[config.mk]
export PLATFORM = sky130hd
export DESIGN_NAME = mask_rom
export DESIGN_NICKNAME = d
export VERILOG_FILES = /design/src/rtl/rom_pkg.sv /design/src/rtl/rom_predecode.sv /design/src/rtl/rom_blksel.sv /design/src/rtl/rom_block.sv /design/src/rtl/mask_rom.sv
export SDC_FILE = /design/constraint.sdc
export NUM_CORES = 1
export LEC_CHECK = 0
export BUFFER_PORTS_ARGS = -buffer_cell sky130_fd_sc_hd__clkbuf_2
export CAP_MARGIN = 10
export CORE_MARGIN = 5
export CORE_UTILIZATION = 30
export DETAILED_ROUTE_END_ITERATION = 12
export PLACE_DENSITY = 0.58
export SETUP_SLACK_MARGIN = 0.02
export SLEW_MARGIN = 30
export SYNTH_ARGS = -nofsm -noshare
export SYNTH_HDL_FRONTEND = slang
export SYNTH_SLANG_ARGS = --single-unit
[constraint.sdc]
create_clock -name clk_i -period 0.9 [get_ports clk_i]
set_clock_uncertainty 0.15 [all_clocks]
set_input_delay 0.18 -clock clk_i [delete_from_list [all_inputs] [get_ports clk_i]]
set_output_delay 0.18 -clock clk_i [all_outputs]
set_load 0.02 [all_outputs]
[src/rtl/rom_pkg.sv]
package rom_pkg;

  localparam int unsigned BLK_WORDS = 64;
  localparam int unsigned LINES     = 8;

  // 32-bit table entry e: even -> e/2, odd -> 1024 - e/2
  function automatic logic [31:0] table_entry(input int unsigned e);
    if (e % 2 == 0) return 32'(e / 2);
    else            return 32'(1024) - 32'(e / 2);
  endfunction

  function automatic logic [63:0] stored_word(input int unsigned idx);
    return {table_entry(2 * idx + 1), table_entry(2 * idx)};
  endfunction

  function automatic bit cfg_ok(input int unsigned nw, input int unsigned w);
    bit nw_ok;
    nw_ok = (nw == 64) || (nw == 128) || (nw == 256) || (nw == 512) || (nw == 1024);
    return nw_ok && (w % 4 == 0) && (w >= 4) && (w <= 64);
  endfunction

endpackage

[src/rtl/rom_predecode.sv]
module rom_predecode (
  input  logic       en_i,
  input  logic [5:0] addr_i,
  output logic [7:0] wl_o,
  output logic [7:0] mux_o
);
  // selection lines built in pairs: 0/1, 2/3, 4/5, 6/7
  for (genvar p = 0; p < 4; p++) begin : g_pair
    assign wl_o[2*p]    = en_i && (addr_i[5:3] == 3'(2*p));
    assign wl_o[2*p+1]  = en_i && (addr_i[5:3] == 3'(2*p+1));
    assign mux_o[2*p]   = en_i && (addr_i[2:0] == 3'(2*p));
    assign mux_o[2*p+1] = en_i && (addr_i[2:0] == 3'(2*p+1));
  end
endmodule

[src/rtl/rom_blksel.sv]
module rom_blksel #(
  parameter  int unsigned NWORDS = 128,
  localparam int unsigned AW     = $clog2(NWORDS),
  localparam int unsigned NBLK   = NWORDS / 64
) (
  input  logic          en_i,
  input  logic [AW-1:0] addr_i,
  output logic [NBLK-1:0] blk_o
);
  if (NBLK == 1) begin : g_single
    assign blk_o = en_i;  // one block: select tied active
  end else begin : g_multi
    localparam int unsigned BW = AW - 6;
    for (genvar b = 0; b < NBLK; b++) begin : g_blk
      assign blk_o[b] = en_i && (addr_i[AW-1:6] == BW'(b));
    end
  end
endmodule

[src/rtl/rom_block.sv]
module rom_block #(
  parameter int unsigned WIDTH = 16,
  parameter int unsigned BASE  = 0
) (
  input  logic             blk_en_i,
  input  logic [7:0]       wl_i,
  output logic [WIDTH-1:0] bl_o [8]
);
  logic [7:0] wl_g;
  assign wl_g = wl_i & {8{blk_en_i}};

  for (genvar l = 0; l < 8; l++) begin : g_line
    logic [WIDTH-1:0] terms [8];
    for (genvar k = 0; k < 8; k++) begin : g_grp
      localparam logic [WIDTH-1:0] CELL = WIDTH'(rom_pkg::stored_word(BASE + 8*k + l));
      assign terms[k] = wl_g[k] ? CELL : '0;
    end
    // wired-OR evaluation of the bit line
    always_comb begin
      bl_o[l] = '0;
      for (int k = 0; k < 8; k++) bl_o[l] = bl_o[l] | terms[k];
    end
  end
endmodule

[src/rtl/mask_rom.sv]
module mask_rom #(
  parameter  int unsigned NWORDS = 128,
  parameter  int unsigned WIDTH  = 16,
  localparam int unsigned AW     = $clog2(NWORDS)
) (
  input  logic             clk_i,
  input  logic             rst_ni,
  input  logic             rom_sel_i,
  input  logic [AW-1:0]    addr_i,
  output logic [WIDTH-1:0] data_o
);
  localparam int unsigned NBLK = NWORDS / rom_pkg::BLK_WORDS;

  if (!rom_pkg::cfg_ok(NWORDS, WIDTH)) begin : g_bad_cfg
    $error("mask_rom: illegal NWORDS/WIDTH configuration");
  end

  logic [AW-1:0]   addr_q;
  logic            eval_q;
  logic [NBLK-1:0] blk_sel;
  logic [7:0]      wl_sel;
  logic [7:0]      mux_sel;
  logic [WIDTH-1:0] bl [NBLK][8];

  // selected edge closes the evaluate phase
  always_ff @(posedge clk_i or negedge rst_ni) begin
    if (!rst_ni) begin
      addr_q <= '0;
      eval_q <= 1'b0;
    end else if (rom_sel_i) begin
      addr_q <= addr_i;
      eval_q <= 1'b1;
    end
  end

  rom_blksel #(.NWORDS(NWORDS)) u_blksel (
    .en_i  (eval_q),
    .addr_i(addr_q),
    .blk_o (blk_sel)
  );

  rom_predecode u_predec (
    .en_i  (eval_q),
    .addr_i(addr_q[5:0]),
    .wl_o  (wl_sel),
    .mux_o (mux_sel)
  );

  for (genvar b = 0; b < NBLK; b++) begin : g_blk
    rom_block #(.WIDTH(WIDTH), .BASE(b * rom_pkg::BLK_WORDS)) u_blk (
      .blk_en_i(blk_sel[b]),
      .wl_i    (wl_sel),
      .bl_o    (bl[b])
    );
  end

  // eight-way bit-line mux, inactive blocks contribute zero
  always_comb begin
    data_o = '0;
    for (int b = 0; b < NBLK; b++)
      for (int l = 0; l < 8; l++)
        if (mux_sel[l]) data_o = data_o | bl[b][l];
  end
endmodule

Yosys cells after proc, flatten, opt, wreduce, memory -nomap -nowiden
Index checks and enable logic that the tools add are counted.
{"block": "classes", "eq_ne": 14, "n_reduce_logical": 20, "n_mux": 143, "bitwise": 129}
{"operator": "bitwise OR 16 bit", "count": 112}
{"operator": "2-to-1 mux 7 bit", "count": 64}
{"operator": "2-to-1 mux 16 bit", "count": 16}
{"operator": "2-to-1 mux 6 bit", "count": 32}
{"operator": "2-to-1 mux 5 bit", "count": 16}
{"operator": "bitwise OR 7 bit", "count": 7}
{"operator": "2-to-1 mux 4 bit", "count": 8}
{"operator": "== test 3 bit (second input constant)", "count": 8}
{"operator": "logical AND 1 bit", "count": 18}
{"operator": "bitwise OR 6 bit", "count": 3}
{"operator": "bitwise AND 8 bit", "count": 2}
{"operator": "== test 3 x 2 -> 1 bit (second input constant)", "count": 4}
{"operator": "2-to-1 mux 3 bit", "count": 4}
{"operator": "== test 3 x 1 -> 1 bit (second input constant)", "count": 2}
{"operator": "zero test 3 bit", "count": 2}
{"operator": "bitwise OR 5 x 6 -> 6 bit", "count": 1}
{"operator": "bitwise OR 4 x 5 -> 5 bit", "count": 1}
{"operator": "bitwise OR 5 bit", "count": 1}
{"operator": "2-to-1 mux 2 bit", "count": 2}
{"operator": "bitwise OR 3 x 4 -> 4 bit", "count": 1}
{"operator": "2-to-1 mux 1 bit", "count": 1}
{"operator": "inverter 1 bit", "count": 1}
{"block": "word_totals", "out_inout_bits": 16, "ff_bits": 8, "elab_cells": 308, "in_bits": 10}

Logic depth before layout (Yosys ltp)
{"block": "logic_depth", "depth_word": 41, "mapped_depth": 2, "depth_no_buf": 1}

By module
A second synthesis with hierarchy kept.
{"block": "hier_totals", "hier_cells": 481, "hier_area_um2": 3508.4}
{"module": "mask_rom", "n_inst": 1, "seq_area_each_um2": 200.2, "area_per_inst_um2": 1311.3, "cells_per_inst": 201}
{"module": "rom_block (g_blk[0].u_blk)", "n_inst": 1, "seq_area_each_um2": 0.0, "area_per_inst_um2": 983.4, "cells_per_inst": 131}
{"module": "rom_block (g_blk[1].u_blk)", "n_inst": 1, "seq_area_each_um2": 0.0, "area_per_inst_um2": 983.4, "cells_per_inst": 130}
{"module": "rom_predecode", "n_inst": 1, "seq_area_each_um2": 0.0, "area_per_inst_um2": 214.0, "cells_per_inst": 17}
{"module": "rom_blksel", "n_inst": 1, "seq_area_each_um2": 0.0, "area_per_inst_um2": 16.3, "cells_per_inst": 2}

Least setup slack after synthesis
No wires, ideal clock.
{"block": "synth_timing", "path_type": "register -> register", "startpoint": "register, netlist name eval_q", "endpoint": "register eval_q", "required_ps": 623, "setup_time_ps": 127, "stages_incl_launch_ff": 2, "n_path_buf": 0, "t_arrival_ps": 675, "period_less_slack_ps": 952, "slack_ps": -52, "path_cell_list": "dfrtp_1 > or2_2"}
{"element": "to (signal assigned)", "line_no": "mask_rom.sv:29", "rtl": "eval_q <= 1'b0;"}
{"element": "to (signal assigned)", "line_no": "mask_rom.sv:32", "rtl": "eval_q <= 1'b1;"}
{"element": "to (decl)", "line_no": "mask_rom.sv:19", "rtl": "logic eval_q;"}

Final worst setup path
{"block": "layout_timing", "startpoint": "register eval_q", "endpoint": "output port data_o[0]"}
{"block": "layout_between", "elab_chain_cells": 40, "elab_cells_between_ends": 171, "cone_classes": "mux: 80; bitwise: 73; reduce/logical: 18"}
{"element": "logical AND 1 bit, on equally long branches", "line_no": "rom_predecode.sv:9, rom_predecode.sv:10, rom_blksel.sv:15"}
{"element": "bitwise AND 8 bit", "line_no": "rom_block.sv:10", "rtl": "assign wl_g = wl_i & {8{blk_en_i}};"}
{"element": "2-to-1 mux 1 bit / 2-to-1 mux 4 bit (equally long branches)", "line_no": "rom_block.sv:16", "rtl": "assign terms[k] = wl_g[k] ? CELL : '0;"}
{"element": "bitwise OR 16 bit (7 in a row)", "line_no": "rom_block.sv:21", "rtl": "for (int k = 0; k < 8; k++) bl_o[l] = bl_o[l] | terms[k];"}
{"element": "bitwise OR 16 bit", "line_no": "mask_rom.sv:62", "rtl": "if (mux_sel[l]) data_o = data_o | bl[b][l];"}
{"element": "2-to-1 mux 16 bit", "line_no": "mask_rom.sv:62"}
{"element": "bitwise OR 16 bit", "line_no": "mask_rom.sv:62"}
{"element": "2-to-1 mux 16 bit", "line_no": "mask_rom.sv:62"}
{"element": "[... 18 more ...]"}
{"element": "bitwise OR 16 bit", "line_no": "mask_rom.sv:62"}
{"element": "2-to-1 mux 16 bit", "line_no": "mask_rom.sv:62"}
{"element": "bitwise OR 16 bit", "line_no": "mask_rom.sv:62"}
{"element": "2-to-1 mux 16 bit", "line_no": "mask_rom.sv:62"}
{"element": "bitwise OR 16 bit", "line_no": "mask_rom.sv:62"}
{"element": "2-to-1 mux 16 bit", "line_no": "mask_rom.sv:62"}
{"element": "bitwise OR 16 bit", "line_no": "mask_rom.sv:62"}
{"element": "2-to-1 mux 16 bit (*)", "line_no": "mask_rom.sv:62"}
{"element": "to (decl)", "line_no": "mask_rom.sv:10", "rtl": "output logic [WIDTH-1:0] data_o"}
Every way passes the cells marked *; elsewhere a longest branch is shown, timed or not.

==> impl_metrics.csv <==
group,metric,value,unit
worst_setup_path,slowest_delay,0.46,ns
floorplan,pin_count,26,
timing,min_period,1.34,ns
timing,finalWorstSetupSlack,-0.437,ns
worst_setup_path,reg2reg_to,"eval_q",
global_route,overflow,0,
clock_network,clk_latency,0.25,ns
clock_network,clockRootBuffer,"clkbuf_4",
cells_and_area,fillers,126,
worst_setup_path,reg2regPathDepth,1,
global_route,grt.met3_usage,0.0148,
floorplan,num_rows,13,
logic_synthesis,synth_area,438,µm²
cells_and_area,syn2layout_area_growth,39.7,%
worst_hold_path,hold_path.class,"primary input to register",
placement,dp_cells,63,
placement,place.gp.congestion,0.632,
worst_hold_path,hp-start,"addr_i[6]",
timing,setup-violations-final,15,
clock_network,clock_sinks,8,
worst_setup_path,worst_path_max_delay_cell,"dfrtp_2",
floorplan,die-area,2320,µm²
worst_setup_path,arrival,1.01,ns
worst_setup_path,crit_path_end_kind,"output pin",
worst_hold_path,worstHoldEndpoint,"addr_q[6]",
power_and_ir_drop,ir_drop,0.567,mV
worst_setup_path,r2r_slack,-0.06,ns
route,vias,273,
worst_setup_path,cp-start-kind,"register",
timing,finalHoldViolCount,0,
clock_network,cts_tree,"yes",
logic_synthesis,ys_types,7,
global_route,grt_pass1_wl,1230,µm
global_route,grt-busiest-layer,"met2",
clock_network,clockBufferDepth,2,
timing,rsz0062_at_grt,"true",
route,remaining_drc_errors,0,
timing,max_freq,0.748,GHz
logic_synthesis,synth_cells,34,
route,drt_pass1_iterations,1,
logic_synthesis,seq_area_frac_synth,0.457,
global_route,globalRouteMet2Util,0.107,
cells_and_area,fin_nets,64,
cells_and_area,drive_gt1_frac,0.673,
logic_synthesis,ys_ff_latch,8,
timing,final.setup.tns,-3.06,ns
worst_hold_path,holdPathStages,2,
route,dr.first_iter.drc_count,0,
route,avgViaCountPerCell,4.07,
worst_setup_path,required,0.57,ns
logic_synthesis,syn_area_per_cell,12.9,µm²
global_route,grt_pass1_vias,297,
outcome,violations,"setup timing",
cells_and_area,finalNonFillerCells,67,
clock_network,cts_buffers,3,
worst_setup_path,worstReg2RegStart,"eval_q",
floorplan,fp.dieH,48.2,µm
power_and_ir_drop,total_leakage_power,0.320,nW
worst_setup_path,path_cells,"and2_4, buf_8",
timing,whs,0.00972,ns
route,ant_nets,0,
floorplan,start_util,0.328,
placement,port-buffer-count,16,
cells_and_area,n_antenna_cell,0,
timing,period_share,1.49,
job,cap_viol_max_count,0,
clock_network,cts.clk_slew.worst_paths,0.05,ns
outcome,status,"finished with violations",
logic_synthesis,ys_warn_count,0,
worst_setup_path,cp_max_fo,8,
worst_setup_path,path_class,"register to output pin",
global_route,antenna_found_initial,0,
route,finalWirelength,806,µm
floorplan,core_area,1330,µm²
power_and_ir_drop,cellPowerDensity,1620,nW/µm²
global_route,grt_use_total,0.0814,
floorplan,die_w,48.2,µm
route,wl_per_cell,12.0,µm
timing,maxSlewViolCount,0,
clock_network,post_cts_buffers,0,
global_route,grtUsageMet1,0.101,
clock_network,htree_levels,1,
global_route,grt_max_degree,9,
layer usage:
metal | vias up | routed length (µm)
met4 | 0 | 19
met3 | 2 | 71
li1 | 126 | -
met1 | 128 | 337
met5 | - | 0
met2 | 17 | 377
where the power goes:
group / leakage (nW) / switching, W / internal [W] / total (W)
Sequential: 0.0903 / 0.0000182 / 0.000392 / 0.000410
Clock: 0.0138 / 0.000110 / 0.000152 / 0.000262
Combinational: 0.216 / 0.000136 / 0.000186 / 0.000322
Total: 0.320 / 0.000264 / 0.000730 / 0.000994
logic make-up (layout without fill, tap and decap cells):
logic type / Yosys count / after routing / synth area share
and+or+nand+nor: 8 / 8 / 0.114
DFF: 8 / 8 / 0.457
buffers and inverters: 10 / 20 / 0.180
other: 1 / 9 / 0.00856
muxes: 7 / 7 / 0.240
per-stage QoR:
| step | power [W] | utilization | worst slack [ns] | cell area, µm² |
|---|---|---|---|---|
| 4_1_cts | 0.000991 | 0.452 | -0.445 | 603 |
| 2_1_floorplan | 0.000628 | - | -0.0435 | 488 |
| 5_1_grt | 0.00105 | 0.459 | -0.469 | 612 |
| 6_report | 0.000994 | 0.459 | -0.437 | 612 |
| 3_5_place_dp | 0.000660 | 0.381 | -0.241 | 508 |
| 3_3_place_gp | 0.000657 | 0.381 | -0.221 | 508 |
critical path: cells and delay by family (launching register included):
family	cells	cell delay, ns
flip-flops	1	0.46
AND/OR/NAND/NOR	1	0.18
buffers and inverters	1	0.12
state kept, by name, summed over array words and instances, names as in the netlist:
register,cells
addr_q,7
eval_q,1
what timing repair did:
item | CTS | global route
gates resized for setup | 15 | 7
setup endpoints to repair | 15 | 15
hold buffers | 1 | 0
pin swaps | 2 | 2
hold endpoints to repair | 9 | 0
worst max path at each step:
stage	from	slack, ns	end
global placement	eval_q	-0.22	data_o[2]
CTS	eval_q	-0.45	data_o[5]
floorplan	eval_q	-0.04	data_o[0]
detailed placement	eval_q	-0.24	data_o[5]
finish	eval_q	-0.44	data_o[0]
global route	eval_q	-0.47	data_o[6]
synth_stat cells:
cell type	instances	area share
and2_1	7	0.10
buf_4	9	0.15
buf_6	1	0.026
conb_1	1	0.0086
dfrtp_1	8	0.46
mux2_4	7	0.24
or2_2	1	0.014
final cells by class:
cell class              count  area [µm²]  area share
multi-input cells          24         209       0.342
repair buffers             17         160       0.262
well taps                  15        18.8      0.0307
flip-flops and latches      8         201       0.329
clock buffers               3        22.5      0.0368
placed cells by master, fill, tap and decap left out, drive strengths merged:
| master | Yosys | final |
|---|---|---|
| clkbuf | 0 | 12 |
| conb | 1 | 9 |
| dfrtp | 8 | 8 |
| and2 | 7 | 7 |
| mux2 | 7 | 7 |
| buf | 10 | 7 |
| or2 | 1 | 1 |
| dlygate4sd3 | 0 | 1 |
Note: power is estimated with default switching activity, not from simulation.
